## config.mk

```make
export PLATFORM = sky130hd
export DESIGN_NAME = frt_timer
export DESIGN_NICKNAME = d
export VERILOG_FILES = /design/src/rtl/frt_pkg.sv /design/src/rtl/frt_sync_edge.sv /design/src/rtl/frt_prescaler.sv /design/src/rtl/frt_count_core.sv /design/src/rtl/frt_timer.sv
export SDC_FILE = /design/constraint.sdc
export NUM_CORES = 1
export LEC_CHECK = 0
export ABC_AREA = 1
export BUFFER_PORTS_ARGS = -buffer_cell sky130_fd_sc_hd__buf_4
export CORE_UTILIZATION = 40
export DETAILED_ROUTE_END_ITERATION = 12
export GPL_TIMING_DRIVEN = 0
export PLACE_DENSITY_LB_ADDON = 0.12
export SYNTH_ARGS = -nofsm -noshare
export SYNTH_HDL_FRONTEND = slang
export SYNTH_SLANG_ARGS = --single-unit
export TNS_END_PERCENT = 1
```

## constraint.sdc

```tcl
create_clock -name clk -period 1.9 [get_ports clk]
set_input_delay 0.38 -clock clk [delete_from_list [all_inputs] [get_ports clk]]
set_output_delay 0.38 -clock clk [all_outputs]
set_load 0.02 [all_outputs]
```

## src/rtl/frt_pkg.sv

```systemverilog
package frt_pkg;
    localparam int BYTE_W = 8;
    localparam int CNT_W  = 2 * BYTE_W;
    localparam int PS_W   = 5;

    typedef enum logic [3:0] {
        RA_CNT_HI  = 4'd0,
        RA_CNT_LO  = 4'd1,
        RA_CMPA_HI = 4'd2,
        RA_CMPA_LO = 4'd3,
        RA_CMPB_HI = 4'd4,
        RA_CMPB_LO = 4'd5,
        RA_CAP_HI  = 4'd6,
        RA_CAP_LO  = 4'd7,
        RA_CTRL    = 4'd8,
        RA_STAT    = 4'd9
    } reg_addr_e;

    typedef enum logic [1:0] {
        TK_DIV2  = 2'b00,
        TK_DIV8  = 2'b01,
        TK_DIV32 = 2'b10,
        TK_EXT   = 2'b11
    } tick_sel_e;

    // flag nibble occupies status bits 7..4 in this order
    typedef struct packed {
        logic cap;
        logic cmpa;
        logic cmpb;
        logic ovf;
    } evt_t;

    localparam int STAT_CLR_EN = 0;

    function automatic logic div_hit(input logic [PS_W-1:0] div, input tick_sel_e sel);
        case (sel)
            TK_DIV2:  return div[0];
            TK_DIV8:  return &div[2:0];
            TK_DIV32: return &div[4:0];
            default:  return 1'b0;
        endcase
    endfunction
endpackage

```

## src/rtl/frt_sync_edge.sv

```systemverilog
module frt_sync_edge #(
    parameter int STAGES = 2
) (
    input  logic clk,
    input  logic rst,
    input  logic din,
    output logic rise
);
    logic [STAGES:0] sh;

    always_ff @(posedge clk) begin
        if (rst) sh <= '0;
        else     sh <= {sh[STAGES-1:0], din};
    end

    assign rise = sh[STAGES-1] & ~sh[STAGES];
endmodule

```

## src/rtl/frt_prescaler.sv

```systemverilog
module frt_prescaler
    import frt_pkg::*;
#(
    parameter int SYNC_STAGES = 2
) (
    input  logic      clk,
    input  logic      rst,
    input  tick_sel_e sel,
    input  logic      ext_in,
    output logic      tick
);
    logic [PS_W-1:0] div;
    logic            ext_rise;

    always_ff @(posedge clk) begin
        if (rst) div <= '0;
        else     div <= div + 1'b1;
    end

    frt_sync_edge #(.STAGES(SYNC_STAGES)) i_ext_sync (
        .clk  (clk),
        .rst  (rst),
        .din  (ext_in),
        .rise (ext_rise)
    );

    assign tick = (sel == TK_EXT) ? ext_rise : div_hit(div, sel);
endmodule

```

## src/rtl/frt_count_core.sv

```systemverilog
module frt_count_core
    import frt_pkg::*;
(
    input  logic             clk,
    input  logic             rst,
    input  logic             tick,
    input  logic             load,
    input  logic [CNT_W-1:0] load_val,
    input  logic [CNT_W-1:0] cmpa,
    input  logic [CNT_W-1:0] cmpb,
    input  logic             clr_en,
    output logic [CNT_W-1:0] cnt,
    output logic             evt_cmpa,
    output logic             evt_cmpb,
    output logic             evt_ovf
);
    localparam logic [CNT_W-1:0] TOP = '1;

    logic live;
    assign live     = tick & ~load;
    assign evt_cmpa = live & (cnt == cmpa);
    assign evt_cmpb = live & (cnt == cmpb);
    assign evt_ovf  = live & (cnt == TOP);

    always_ff @(posedge clk) begin
        if (rst)                     cnt <= '0;
        else if (load)               cnt <= load_val;
        else if (evt_cmpa && clr_en) cnt <= '0;
        else if (live)               cnt <= cnt + 1'b1;
    end
endmodule

```

## src/rtl/frt_timer.sv

```systemverilog
module frt_timer
    import frt_pkg::*;
#(
    parameter int SYNC_STAGES = 2
) (
    input  logic              clk,
    input  logic              rst,
    input  logic [3:0]        bus_addr,
    input  logic              bus_rd,
    input  logic              bus_wr,
    input  logic [BYTE_W-1:0] bus_wdata,
    output logic [BYTE_W-1:0] bus_rdata,
    input  logic              ext_clk,
    input  logic              cap_pin
);
    reg_addr_e         ra;
    logic [BYTE_W-1:0] ctrl_q, stat_q, temp_q;
    logic [CNT_W-1:0]  cmpa_q, cmpb_q, cap_q, cnt, load_val;
    logic              tick, cnt_load, stat_wr, cap_evt;
    logic              evt_cmpa, evt_cmpb, evt_ovf;
    evt_t              set_ev, keep_fl;

    assign ra       = reg_addr_e'(bus_addr);
    assign cnt_load = bus_wr && (ra == RA_CNT_LO);
    assign stat_wr  = bus_wr && (ra == RA_STAT);
    assign load_val = {temp_q, bus_wdata};

    frt_prescaler #(.SYNC_STAGES(SYNC_STAGES)) i_pre (
        .clk    (clk),
        .rst    (rst),
        .sel    (tick_sel_e'(ctrl_q[1:0])),
        .ext_in (ext_clk),
        .tick   (tick)
    );

    frt_sync_edge #(.STAGES(SYNC_STAGES)) i_cap_sync (
        .clk  (clk),
        .rst  (rst),
        .din  (cap_pin),
        .rise (cap_evt)
    );

    frt_count_core i_core (
        .clk      (clk),
        .rst      (rst),
        .tick     (tick),
        .load     (cnt_load),
        .load_val (load_val),
        .cmpa     (cmpa_q),
        .cmpb     (cmpb_q),
        .clr_en   (stat_q[STAT_CLR_EN]),
        .cnt      (cnt),
        .evt_cmpa (evt_cmpa),
        .evt_cmpb (evt_cmpb),
        .evt_ovf  (evt_ovf)
    );

    assign set_ev  = '{cap: cap_evt, cmpa: evt_cmpa, cmpb: evt_cmpb, ovf: evt_ovf};
    assign keep_fl = stat_wr ? evt_t'(stat_q[7:4] & bus_wdata[7:4]) : evt_t'(stat_q[7:4]);

    always_ff @(posedge clk) begin
        if (rst) begin
            ctrl_q <= '0;
            stat_q <= '0;
            temp_q <= '0;
            cmpa_q <= '1;
            cmpb_q <= '1;
            cap_q  <= '0;
        end else begin
            stat_q[7:4] <= keep_fl | set_ev;
            if (stat_wr)                     stat_q[3:0] <= bus_wdata[3:0];
            if (bus_wr && ra == RA_CTRL)     ctrl_q <= bus_wdata;
            if (bus_wr && ra == RA_CMPA_LO)  cmpa_q <= load_val;
            if (bus_wr && ra == RA_CMPB_LO)  cmpb_q <= load_val;
            if (cap_evt)                     cap_q  <= cnt;
            if (bus_wr && (ra == RA_CNT_HI || ra == RA_CMPA_HI || ra == RA_CMPB_HI))
                temp_q <= bus_wdata;
            else if (bus_rd && ra == RA_CNT_HI)
                temp_q <= cnt[BYTE_W-1:0];
            else if (bus_rd && ra == RA_CAP_HI)
                temp_q <= cap_q[BYTE_W-1:0];
        end
    end

    always_comb begin
        case (ra)
            RA_CNT_HI:  bus_rdata = cnt[CNT_W-1:BYTE_W];
            RA_CNT_LO:  bus_rdata = temp_q;
            RA_CMPA_HI: bus_rdata = cmpa_q[CNT_W-1:BYTE_W];
            RA_CMPA_LO: bus_rdata = cmpa_q[BYTE_W-1:0];
            RA_CMPB_HI: bus_rdata = cmpb_q[CNT_W-1:BYTE_W];
            RA_CMPB_LO: bus_rdata = cmpb_q[BYTE_W-1:0];
            RA_CAP_HI:  bus_rdata = cap_q[CNT_W-1:BYTE_W];
            RA_CAP_LO:  bus_rdata = temp_q;
            RA_CTRL:    bus_rdata = ctrl_q;
            RA_STAT:    bus_rdata = stat_q;
            default:    bus_rdata = '0;
        endcase
    end
endmodule

```

==> metrics.yaml, run 1 <==
grt:
  track_usage_pct: 29.4
  antenna_found_initial: 0
  grt_max_degree: 20
  grt_first_pass_wirelength_um: 28900
  grt_pass1_vias: 5082
  overflow: 0
worst_setup_path:
  rr_startpoint: "i_pre.div[1]$_SDFF_PP0_"
  crit_slowest_cell: "a221oi_4"
  crit_chain: "buf_4 > nor2_4 > inv_2 > nor2_4 > buf_4 > a221oi_4 > o2111ai_1 > buf_4"
  worst-setup-path-type: "primary input to primary output"
  worstRegToRegCells: 14
  max_stage_delay_ns: 0.34
  path_common_cell: "buf_4"
  endpoint_kind: "primary output"
  crit_start: "bus_addr[0]"
  cp_max_fo: 5
  cp.arrival_ns: 1.59
  r2r_end: "i_core.cnt[5]$_SDFFE_PP0P_"
  r2r_slack_ns: -0.03
  cp.required_ns: 1.52
  critPathLaunchType: "primary input"
routing:
  drc: 0
  routed_via_density: 5.46
  first_pass_iters: 5
  wirelength_um: 18600
  wl_per_cell_um: 18.6
  antenna_left: 0
  dr.first_iter.drc_count: 531
  vias: 5469
layout:
  area_growth_pct: 20.5
  drive_gt1_share_pct: 18.6
  final_common_cell: "nand2_1"
  design_area_um2: 6270
  antenna_cells: 0
  final_cell_mix: "189 x nand2_1, 92 x dfxtp_1, 68 x nor2_1"
  nets: 847
placed_design:
  dp_worst_setup_slack_ns: -0.378
  dp_hpwl_um: 13800
  gp_congestion: 0.964
  port_buffers: 25
  placed_area_um2: 5600
floorplanning:
  rows: 41
  die_h_um: 116
  die_area_um2: 13500
  coreArea_um2: 12700
  die_w_um: 116
  start_util_pct: 41.0
  io_pins: 26
logic_synthesis:
  syn_avg_cell_area_um2: 6.71
  ys.flop_type: "dfxtp_1"
  yosys_warnings: 0
  yosysSeqAreaShare_pct: 38.1
  synthArstFlopShare_pct: 0
  ys_types: 34
  synthCells: 775
  syn_nets: 797
  ys_ff_latch: 99
  synth_area_um2: 5200
  synth-edff-count: 0
timing:
  max_slew_margin_pct: 51.8
  fmax_ghz: 0.507
  drv_slew: 0
  clock_skew_ns: 0.00446
  tightest_slew_ns: 0.722
  fin_setup_tns_ns: -0.372
  hold_viol_final: 0
  finalCriticalPeriod_ns: 1.97
  setup_violations: 14
  fin_crit_sh_pct: 104
  setup_ws_ns: -0.0742
  rsz0062_at_grt: "true"
clock_network:
  cts_tree: "built"
  path_clk_slew_ns: 0.08
  cts_buffers: 9
  clock_sinks: 99
  insertion_delay_ns: 0.36
  htreeDepth: 3
  cts-root-buf: "clkbuf_16"
  clockBufferDepth: 2
  hold_buffers: 0
pwr:
  cellPowerDensity_nw_per_um2: 789
  ir_worst_vdd_v: 0.000469
  leakage_nw: 2.82
outcome:
  status: "finished, violations left"
  violations: "setup timing"
hold_path:
  hold_path.class: "primary input to flop"
  worstHoldPathCells: 3
  min_to: "i_pre.i_ext_sync.sh[0]$_SDFF_PP0_"
  hold_start: "ext_clk"
flow_run:
  drv_cap: 0
-- cell type report --
cell class | count | area (um2)
fillers | 1313 | 6400
multi-input cells | 550 | 2950
flip-flops and latches | 99 | 1990
inverters | 94 | 360
repair buffers | 39 | 304
clock buffers | 9 | 225
well taps | 172 | 215
plain buffers | 32 | 156
clock inverters | 7 | 66.3
-- critical path: cells and delay by family --
kind / cells / cell delay (ns)
AOI/OAI and AO/OA: 2 / 0.49
buffers and inverters: 4 / 0.59
and+or+nand+nor: 2 / 0.12
-- power by group --
group | internal, mW | switching [mW] | leakage [nW] | total [mW]
registers | 2.17 | 0.106 | 0.810 | 2.27
logic | 0.293 | 0.516 | 1.87 | 0.810
clock network | 0.928 | 0.932 | 0.145 | 1.86
total | 3.39 | 1.55 | 2.82 | 4.94
-- metrics by stage --
step / utilization [%] / std cells / total power, mW / hold slack [ns]
after floorplan: - / 775 / 2.76 / 0.388
after global placement: 44.2 / 972 / 3.02 / 0.393
after detailed placement: 44.2 / 972 / 3.03 / 0.404
after CTS: 48.6 / 998 / 4.92 / 0.216
after global routing: 49.5 / 1002 / 5.11 / 0.225
final: 49.5 / 1002 / 4.94 / 0.216
-- Yosys cell counts, types with 11 or more instances --
master    number  area (um2)
nand3_1       47         235
o21ai_1       17        85.1
o21ai_0       46         230
nand4_1       23         144
a21oi_1       54         270
inv_1         64         240
nand2_1      200         751
nor2_1        74         278
xor2_1        11        96.3
dfxtp_1       99        1980
clkbuf_1      19        71.3
inv_2         28         105
-- repair_timing --
| action | CTS | global route |
|---|---|---|
| gates cloned | 1 | 0 |
| setup endpoints to repair | 25 | 24 |
| gates resized for setup | 43 | 30 |
| pin swaps | 17 | 18 |
| setup buffers | 9 | 4 |
-- state kept, by name, summed over array words and instances, names as in the netlist --
signal and cells:
cmpb_q 16, ctrl_q 8, i_cap_sync.sh 3, temp_q 8, cap_q 16, stat_q 8
i_pre.i_ext_sync.sh 3, i_core.cnt 16, i_pre.div 5, cmpa_q 16
-- how the worst max path moves through the flow --
stage,endpoint,slack (ns)
2_1_floorplan,bus_rdata[7],0.09
3_3_place_gp,bus_rdata[7],-0.40
3_5_place_dp,bus_rdata[7],-0.38
4_1_cts,i_core.cnt[6]$_SDFFE_PP0P_,-0.06
5_1_grt,i_core.cnt[5]$_SDFFE_PP0P_,-0.13
6_report,bus_rdata[6],-0.07
-- kinds of logic (layout without fill, tap and decap cells) --
| logic type | count (synthesis) | in the layout | share of synthesized area [%] |
|---|---|---|---|
| and+or+nand+nor | 367 | 367 | 30.7 |
| AOI/OAI and AO/OA | 158 | 158 | 17.1 |
| buffers and inverters | 126 | 181 | 9.67 |
| DFF | 99 | 99 | 38.1 |
| xor gates and xnor gates | 21 | 21 | 3.54 |
| adders and majority gates | 4 | 4 | 0.962 |
-- layer usage --
metal / wire [um] / global-route usage (%) / part of all wire (%) / vias up
li1: - / - / - / 2653
met1: 8150 / 38.8 / 44 / 2552
met2: 8400 / 47.4 / 45 / 225
met3: 1400 / 5.96 / 7.5 / 39
met4: 648 / 11.4 / 3.5 / 0
met5: 0 / 0 / 0 / -
(Power assumes the default switching activity.)
==> run 2, diff against run 1 <==
ABC_AREA = not set   (was 1)
==> run 2 against run 1 <==
Compared with the run above: the flow still finishes with violations (setup timing); sequential cell count is the same; critical path depth up 2; synthesized cell count shrank 19%; critical path type is now flop to flop.
==> metrics.yaml, run 2 <==
outcome:
  status: "finished, violations left"  # unchanged
  violations: "setup timing"  # unchanged
layout:
  final_common_cell: "dfxtp_1"  # was nand2_1
  area_growth_pct: 19.3  # was 20.5%
  nets: 690  # was 847
  antenna_cells: 0  # unchanged
  fin_util_pct: 49.6  # was 49.5%
  instances_no_fill: 845  # was 1002
  fillers: 1259  # was 1313
  drive_gt1_share_pct: 22.7  # was 18.6%
  final_cell_mix: "95 x dfxtp_1, 89 x nand2_1, 43 x nor2_1"  # was 189 x nand2_1, 92 x dfxtp_1, 68 x nor2_1
  design_area_um2: 6360  # was 6270 um2
logic_synthesis:
  synth_area_leaders: "dfxtp_1 37%, nand2_1 6.3%, mux2i_1 5.4%, xnor2_1 4.8%, a21oi_1 3.9%"  # was dfxtp_1 38%, nand2_1 14%, nor2_1 5.3%, a21oi_1 5.2%, inv_1 4.6%
  synthArstFlopShare_pct: 0  # unchanged
  synth-edff-count: 0  # unchanged
  synth_area_um2: 5330  # was 5200 um2
  ys_top_cells_by_count: "99 x dfxtp_1, 90 x nand2_1, 48 x nor2_1"  # was 200 x nand2_1, 99 x dfxtp_1, 74 x nor2_1
  synth_top_cell_by_area: "dfxtp_1"  # unchanged
  synth.most_common_cell: "dfxtp_1"  # was nand2_1
  yosysSeqAreaShare_pct: 37.2  # was 38.1%
  synthCells: 625  # was 775
  ys.flop_type: "dfxtp_1"  # unchanged
  syn_avg_cell_area_um2: 8.53  # was 6.71 um2
  yosys_warnings: 0  # unchanged
  yosys.area.top_type_share_pct: 37.2  # was 38.1%
  ys_types: 58  # was 34
  ys_ff_latch: 99  # unchanged
  syn_nets: 647  # was 797
worst_setup_path:
  cp.required_ns: 2.15  # was 1.52 ns
  path_common_cell: "ha_4"  # was buf_4
  r2r_end: "i_core.cnt[9]$_SDFFE_PP0P_"  # was i_core.cnt[5]$_SDFFE_PP0P_
  crit_slowest_cell: "mux4_2"  # was a221oi_4
  worstRegToRegCells: 10  # was 14
  cp_max_fo: 6  # was 5
  crit_chain: "ha_4 > and3_4 > ha_4 > inv_2 > mux4_2 > buf_6 > nand3_2 > a21oi_2 > a31oi_1 > o41ai_1"  # was buf_4 > nor2_4 > inv_2 > nor2_4 > buf_4 > a221oi_4 > o2111ai_1 > buf_4
  rr_startpoint: "i_pre.div[0]$_SDFF_PP0_"  # was i_pre.div[1]$_SDFF_PP0_
  path_buf_inv: 2  # was 4
  cp.arrival_ns: 2.45  # was 1.59 ns
  crit_family: "multiplexers"  # was buffers and inverters
  cp_num_cells: 10  # was 8
  critPathLaunchType: "flop"  # was primary input
  max_stage_delay_ns: 0.60  # was 0.34 ns
  r2r_slack_ns: -0.30  # was -0.03 ns
  crit_start: "i_pre.div[0]$_SDFF_PP0_"  # was bus_addr[0]
  endpoint_kind: "flop"  # was primary output
  crit_end: "i_core.cnt[9]$_SDFFE_PP0P_"  # was bus_rdata[6]
  worst-setup-path-type: "flop to flop"  # was primary input to primary output
routing:
  wl_met1_um: 8540  # was 8150 um
  wl_per_cell_um: 23.1  # was 18.6 um
  dr.first_iter.drc_count: 622  # was 531
  drc: 0  # unchanged
  first_pass_iters: 7  # was 5
  routed_via_density: 5.97  # was 5.46
  antenna_left: 0  # unchanged
  met2_length_um: 8480  # was 8400 um
  route.met3.wl_um: 1440  # was 1400 um
  maxUsedRoutingLayer: "met4"  # unchanged
  vias: 5046  # was 5469
  wirelength_um: 19500  # was 18600 um
floorplanning:
  die_area_um2: 13800  # was 13500 um2
  die_w_um: 117  # was 116 um
  io_pins: 26  # unchanged
  rows: 41  # unchanged
  start_util_pct: 41.6  # was 41.0%
  coreArea_um2: 12800  # was 12700 um2
  die_h_um: 117  # was 116 um
pwr:
  p_comb_share_pct: 13.0  # was 16.4%
  netSwitchingFraction_pct: 29.1  # was 31.4%
  p_switching_mw: 1.35  # was 1.55 mW
  ir_worst_vdd_v: 0.000607  # was 0.000469 V
  cellPowerDensity_nw_per_um2: 726  # was 789 nW/um2
  leakage_nw: 2.44  # was 2.82 nW
  clkPwrFrac_pct: 40.1  # was 37.6%
  p_seq_share_pct: 46.9  # was 46.0%
  total_power_mw: 4.62  # was 4.94 mW
  p_int_mw: 3.28  # was 3.39 mW
timing:
  rsz0062_at_grt: "true"  # unchanged
  clock_skew_ns: 0.0136  # was 0.00446 ns
  setup_violations: 27  # was 14
  setup_ws_ns: -0.302  # was -0.0742 ns
  fmax_ghz: 0.454  # was 0.507 GHz
  hold_viol_final: 0  # unchanged
  drv_slew: 0  # unchanged
  max_slew_margin_pct: 22.0  # was 51.8%
  tightest_slew_ns: 1.16  # was 0.722 ns
  fin_crit_sh_pct: 116  # was 104%
  finalCriticalPeriod_ns: 2.20  # was 1.97 ns
flow_run:
  drv_cap: 0  # unchanged
placed_design:
  dp_hpwl_um: 13700  # was 13800 um
  place_inst: 821  # was 972
  port_buffers: 24  # was 25
  dp_worst_setup_slack_ns: -0.616  # was -0.378 ns
  gp_congestion: 0.921  # was 0.964
  placed_area_um2: 5780  # was 5600 um2
clock_network:
  htreeDepth: 3  # unchanged
  insertion_delay_ns: 0.37  # was 0.36 ns
  cts_buffers: 9  # unchanged
  cts-root-buf: "clkbuf_16"  # unchanged
  clock_sinks: 99  # unchanged
  cts_tree: "built"  # unchanged
  clockBufferDepth: 2  # unchanged
  path_clk_slew_ns: 0.08  # about the same
hold_path:
  hold_path.class: "primary input to flop"  # unchanged
grt:
  grt_pass1_vias: 4754  # was 5082
  grt_first_pass_wirelength_um: 29600  # was 28900 um
  overflow: 0  # unchanged
  track_usage_pct: 29.1  # was 29.4%
  antenna_found_initial: 0  # unchanged
  grt_max_degree: 20  # unchanged
run 2: cell count changes in the layout (fill, tap and decap cells not counted), moves of 26 or more:
cell,before,now
inv_2,27,1
nor2b_1,0,29
mux2i_1,0,28
nand3_1,44,16
o21ai_0,42,5
nand2_1,189,89
inv_1,62,4
run 2: layout make-up:
type                    count  area, um2  share of cell area (%)
repair buffers             33        259                    4.07
inverters                   5       18.8                   0.295
clock buffers               9        225                    3.54
well taps                 172        215                    3.38
flip-flops and latches     99       1990                    31.3
plain buffers              52        335                    5.27
clock inverters             7       68.8                    1.08
multi-input cells         468       3250                    51.1
run 2: routing by layer:
layer,track usage [%],vias to the layer above
li1,-,2293
met1,40.0,2447
met2,43.0,243
met3,5.33,63
met4,16.1,0
met5,0,-
run 2: how the worst min path moves through the flow:
| stage | startpoint | to | cells after the start |
|---|---|---|---|
| global route | ext_clk | i_pre.i_ext_sync.sh[0]$_SDFF_PP0_ | 2 |
| detailed placement | i_pre.i_ext_sync.sh[0]$_SDFF_PP0_ | i_pre.i_ext_sync.sh[1]$_SDFF_PP0_ | 1 |
| CTS | cap_pin | i_cap_sync.sh[0]$_SDFF_PP0_ | 2 |
| floorplan | i_cap_sync.sh[0]$_SDFF_PP0_ | i_cap_sync.sh[1]$_SDFF_PP0_ | 1 |
| finish | cap_pin | i_cap_sync.sh[0]$_SDFF_PP0_ | 2 |
| global placement | i_pre.i_ext_sync.sh[0]$_SDFF_PP0_ | i_pre.i_ext_sync.sh[1]$_SDFF_PP0_ | 1 |
run 2: per-stage QoR:
stage	setup TNS, ns	hold slack (ns)
after detailed placement	-11.89	0.428
final	-4.97	0.229
after CTS	-4.26	0.220
after floorplan	-0.390	0.414
after global routing	-6.48	0.222
after global placement	-11.58	0.417
run 2: cell families (layout without fill, tap and decap cells):
family	after synthesis	count (layout)	synth area share (%)
simple gates	263	263	25.2
compound gates	124	124	16.5
flops	99	99	37.2
buf+inv	58	106	5.49
xor+xnor	39	39	6.97
mux	38	38	7.76
fa+ha+maj	4	4	0.938
run 2: repair_timing:
item | 4_1_cts | 5_1_grt
cloned | 1 | 0
pin swaps | 8 | 14
hold buffers | 0 | 0
setup buffers | 6 | 2
gates resized for setup | 37 | 36
endpoints found under the setup margin | 27 | 40
run 2: power groups by stage:
stage          clock network, mW  logic (mW)  registers, mW
3_5_place_dp                   0       0.537           2.22
5_1_grt                     1.97       0.640           2.17
4_1_cts                     1.90       0.570           2.16
6_report                    1.86       0.599           2.17
2_1_floorplan                  0       0.336           2.19
3_3_place_gp                   0       0.533           2.21
==> run 3, diff against run 2 <==
CORE_MARGIN = 10   (was not set)
==> run 3 against run 2 <==
Compared with the run above: the flow still finishes with violations (setup timing); non-clock buffer count unchanged; cell count increased by 0.47%; via count decreased by 1.1%; first-iteration DRC count decreased by 10%; critical path depth unchanged; clock power increased by 5%; register-to-register slack improved by 0.08 ns; sequential power about the same; sequential cell count unchanged; global-route usage decreased by 6.7 points; worst setup slack improved by 0.079 ns; critical endpoint unchanged.
==> metrics.yaml, run 3 (synthesized netlist as in run 2, its figures left out) <==
worst_setup_path:
  crit_start: "i_pre.div[0]$_SDFF_PP0_"  # unchanged
  rr_startpoint: "i_pre.div[0]$_SDFF_PP0_"  # unchanged
  cp_max_fo: 6  # unchanged
  critPathLaunchType: "flop"  # unchanged
  cp.arrival_ns: 2.37  # was 2.45 ns
  worst-setup-path-type: "flop to flop"  # unchanged
  cp.required_ns: 2.15  # about the same
  r2r_slack_ns: -0.22  # was -0.30 ns
  worstRegToRegCells: 10  # unchanged
  endpoint_kind: "flop"  # unchanged
  crit_end: "i_core.cnt[9]$_SDFFE_PP0P_"  # unchanged
  r2r_end: "i_core.cnt[9]$_SDFFE_PP0P_"  # unchanged
routing:
  wl_met1_um: 8670  # was 8540 um
  wl_per_cell_um: 24.1  # was 23.1 um
  route.met3.wl_um: 1490  # was 1440 um
  maxUsedRoutingLayer: "met4"  # unchanged
  antenna_left: 0  # unchanged
  vias: 4993  # was 5046
  first_pass_iters: 5  # was 7
  dr.first_iter.drc_count: 557  # was 622
  drc: 0  # unchanged
  met2_length_um: 9690  # was 8480 um
  routed_via_density: 5.88  # was 5.97
  wirelength_um: 20500  # was 19500 um
layout:
  fillers: 1307  # was 1259
  instances_no_fill: 849  # was 845
  fin_util_pct: 48.7  # was 49.6%
  antenna_cells: 0  # unchanged
  final_cell_mix: "94 x dfxtp_1, 89 x nand2_1, 43 x nor2_1"  # was 95 x dfxtp_1, 89 x nand2_1, 43 x nor2_1
  drive_gt1_share_pct: 23.0  # was 22.7%
  design_area_um2: 6400  # was 6360 um2
  nets: 690  # unchanged
  final_common_cell: "dfxtp_1"  # unchanged
  area_growth_pct: 20.0  # was 19.3%
placed_design:
  port_buffers: 24  # unchanged
  place_inst: 825  # was 821
  dp_worst_setup_slack_ns: -0.505  # was -0.616 ns
  gp_congestion: 0.946  # was 0.921
  dp_hpwl_um: 14500  # was 13700 um
  placed_area_um2: 5790  # was 5780 um2
floorplanning:
  io_pins: 26  # unchanged
  coreArea_um2: 13100  # was 12800 um2
  rows: 42  # was 41
  die_h_um: 135  # was 117 um
  start_util_pct: 40.6  # was 41.6%
  die_area_um2: 18400  # was 13800 um2
  die_w_um: 135  # was 117 um
grt:
  grt_pass1_vias: 4801  # was 4754
  track_usage_pct: 22.4  # was 29.1%
  antenna_found_initial: 0  # unchanged
  grt_max_degree: 19  # was 20
  grt_first_pass_wirelength_um: 30500  # was 29600 um
  overflow: 0  # unchanged
pwr:
  ir_worst_vdd_v: 0.000513  # was 0.000607 V
  leakage_nw: 2.45  # was 2.44 nW
  total_power_mw: 4.72  # was 4.62 mW
  cellPowerDensity_nw_per_um2: 738  # was 726 nW/um2
timing:
  hold_viol_final: 0  # unchanged
  tightest_slew_ns: 1.13  # was 1.16 ns
  whs_ns: 0.230  # was 0.229 ns
  fmax_ghz: 0.471  # was 0.454 GHz
  max_slew_margin_pct: 24.3  # was 22.0%
  fin_setup_tns_ns: -3.83  # was -4.97 ns
  clock_skew_ns: 0.00557  # was 0.0136 ns
  fin_crit_sh_pct: 112  # was 116%
  drv_slew: 0  # unchanged
  rsz0062_at_grt: "true"  # unchanged
  setup_violations: 27  # unchanged
  setup_ws_ns: -0.223  # was -0.302 ns
  finalCriticalPeriod_ns: 2.12  # was 2.20 ns
clock_network:
  cts_buffers: 9  # unchanged
  clock_sinks: 99  # unchanged
  insertion_delay_ns: 0.36  # was 0.37 ns
  path_clk_slew_ns: 0.08  # about the same
  htreeDepth: 3  # unchanged
  clockBufferDepth: 2  # unchanged
  hold_buffers: 0  # unchanged
  cts-root-buf: "clkbuf_16"  # unchanged
  cts_tree: "built"  # unchanged
flow_run:
  drv_cap: 0  # unchanged
outcome:
  violations: "setup timing"  # unchanged
  status: "finished, violations left"  # unchanged
hold_path:
  hold_path.class: "primary input to flop"  # unchanged
==> run 3: how the worst min path moves through the flow <==
stage / startpoint / to / cells after the start
after floorplan: i_cap_sync.sh[0]$_SDFF_PP0_ / i_cap_sync.sh[1]$_SDFF_PP0_ / 1
after global placement: i_cap_sync.sh[0]$_SDFF_PP0_ / i_cap_sync.sh[1]$_SDFF_PP0_ / 1
after detailed placement: i_cap_sync.sh[0]$_SDFF_PP0_ / i_cap_sync.sh[1]$_SDFF_PP0_ / 1
after CTS: ext_clk / i_pre.i_ext_sync.sh[0]$_SDFF_PP0_ / 2
after global routing: ext_clk / i_pre.i_ext_sync.sh[0]$_SDFF_PP0_ / 2
final: ext_clk / i_pre.i_ext_sync.sh[0]$_SDFF_PP0_ / 2
==> run 3: layout make-up <==
cell class | instances | area [um2] | area share, %
multi-input cells | 468 | 3250 | 50.8
clock inverters | 7 | 80.1 | 1.25
repair buffers | 33 | 259 | 4.05
inverters | 5 | 18.8 | 0.293
well taps | 176 | 220 | 3.44
plain buffers | 52 | 355 | 5.55
flip-flops and latches | 99 | 1990 | 31.1
clock buffers | 9 | 225 | 3.52
==> run 3: metal layers <==
metal	vias to the layer above	global-route usage (%)
li1	2295	-
met1	2455	28.6
met2	206	35.9
met3	37	4.78
met4	0	9.15
met5	-	0
==> run 3: critical path, stage by stage, from the launching register on <==
cell and delay, ns:
dfxtp_4 0.36, ha_4 0.13, and3_4 0.19, ha_4 0.13, inv_2 0.03, mux4_2 0.57
buf_6 0.19, nand3_2 0.07, a21oi_2 0.06, a31oi_2 0.19, o41ai_2 0.10
==> run 3: what timing repair did <==
item | CTS | global route
cloned | 1 | 0
gates resized for setup | 57 | 20
pin swaps | 9 | 9
buffers inserted | 8 | 0
setup endpoints to repair | 27 | 37
==> run 3: power by group <==
group,internal [mW],leakage [nW],switching (mW),total [mW]
combinational,0.237,1.50,0.361,0.599
sequential,2.12,0.805,0.0506,2.17
clock,1.04,0.149,0.913,1.96
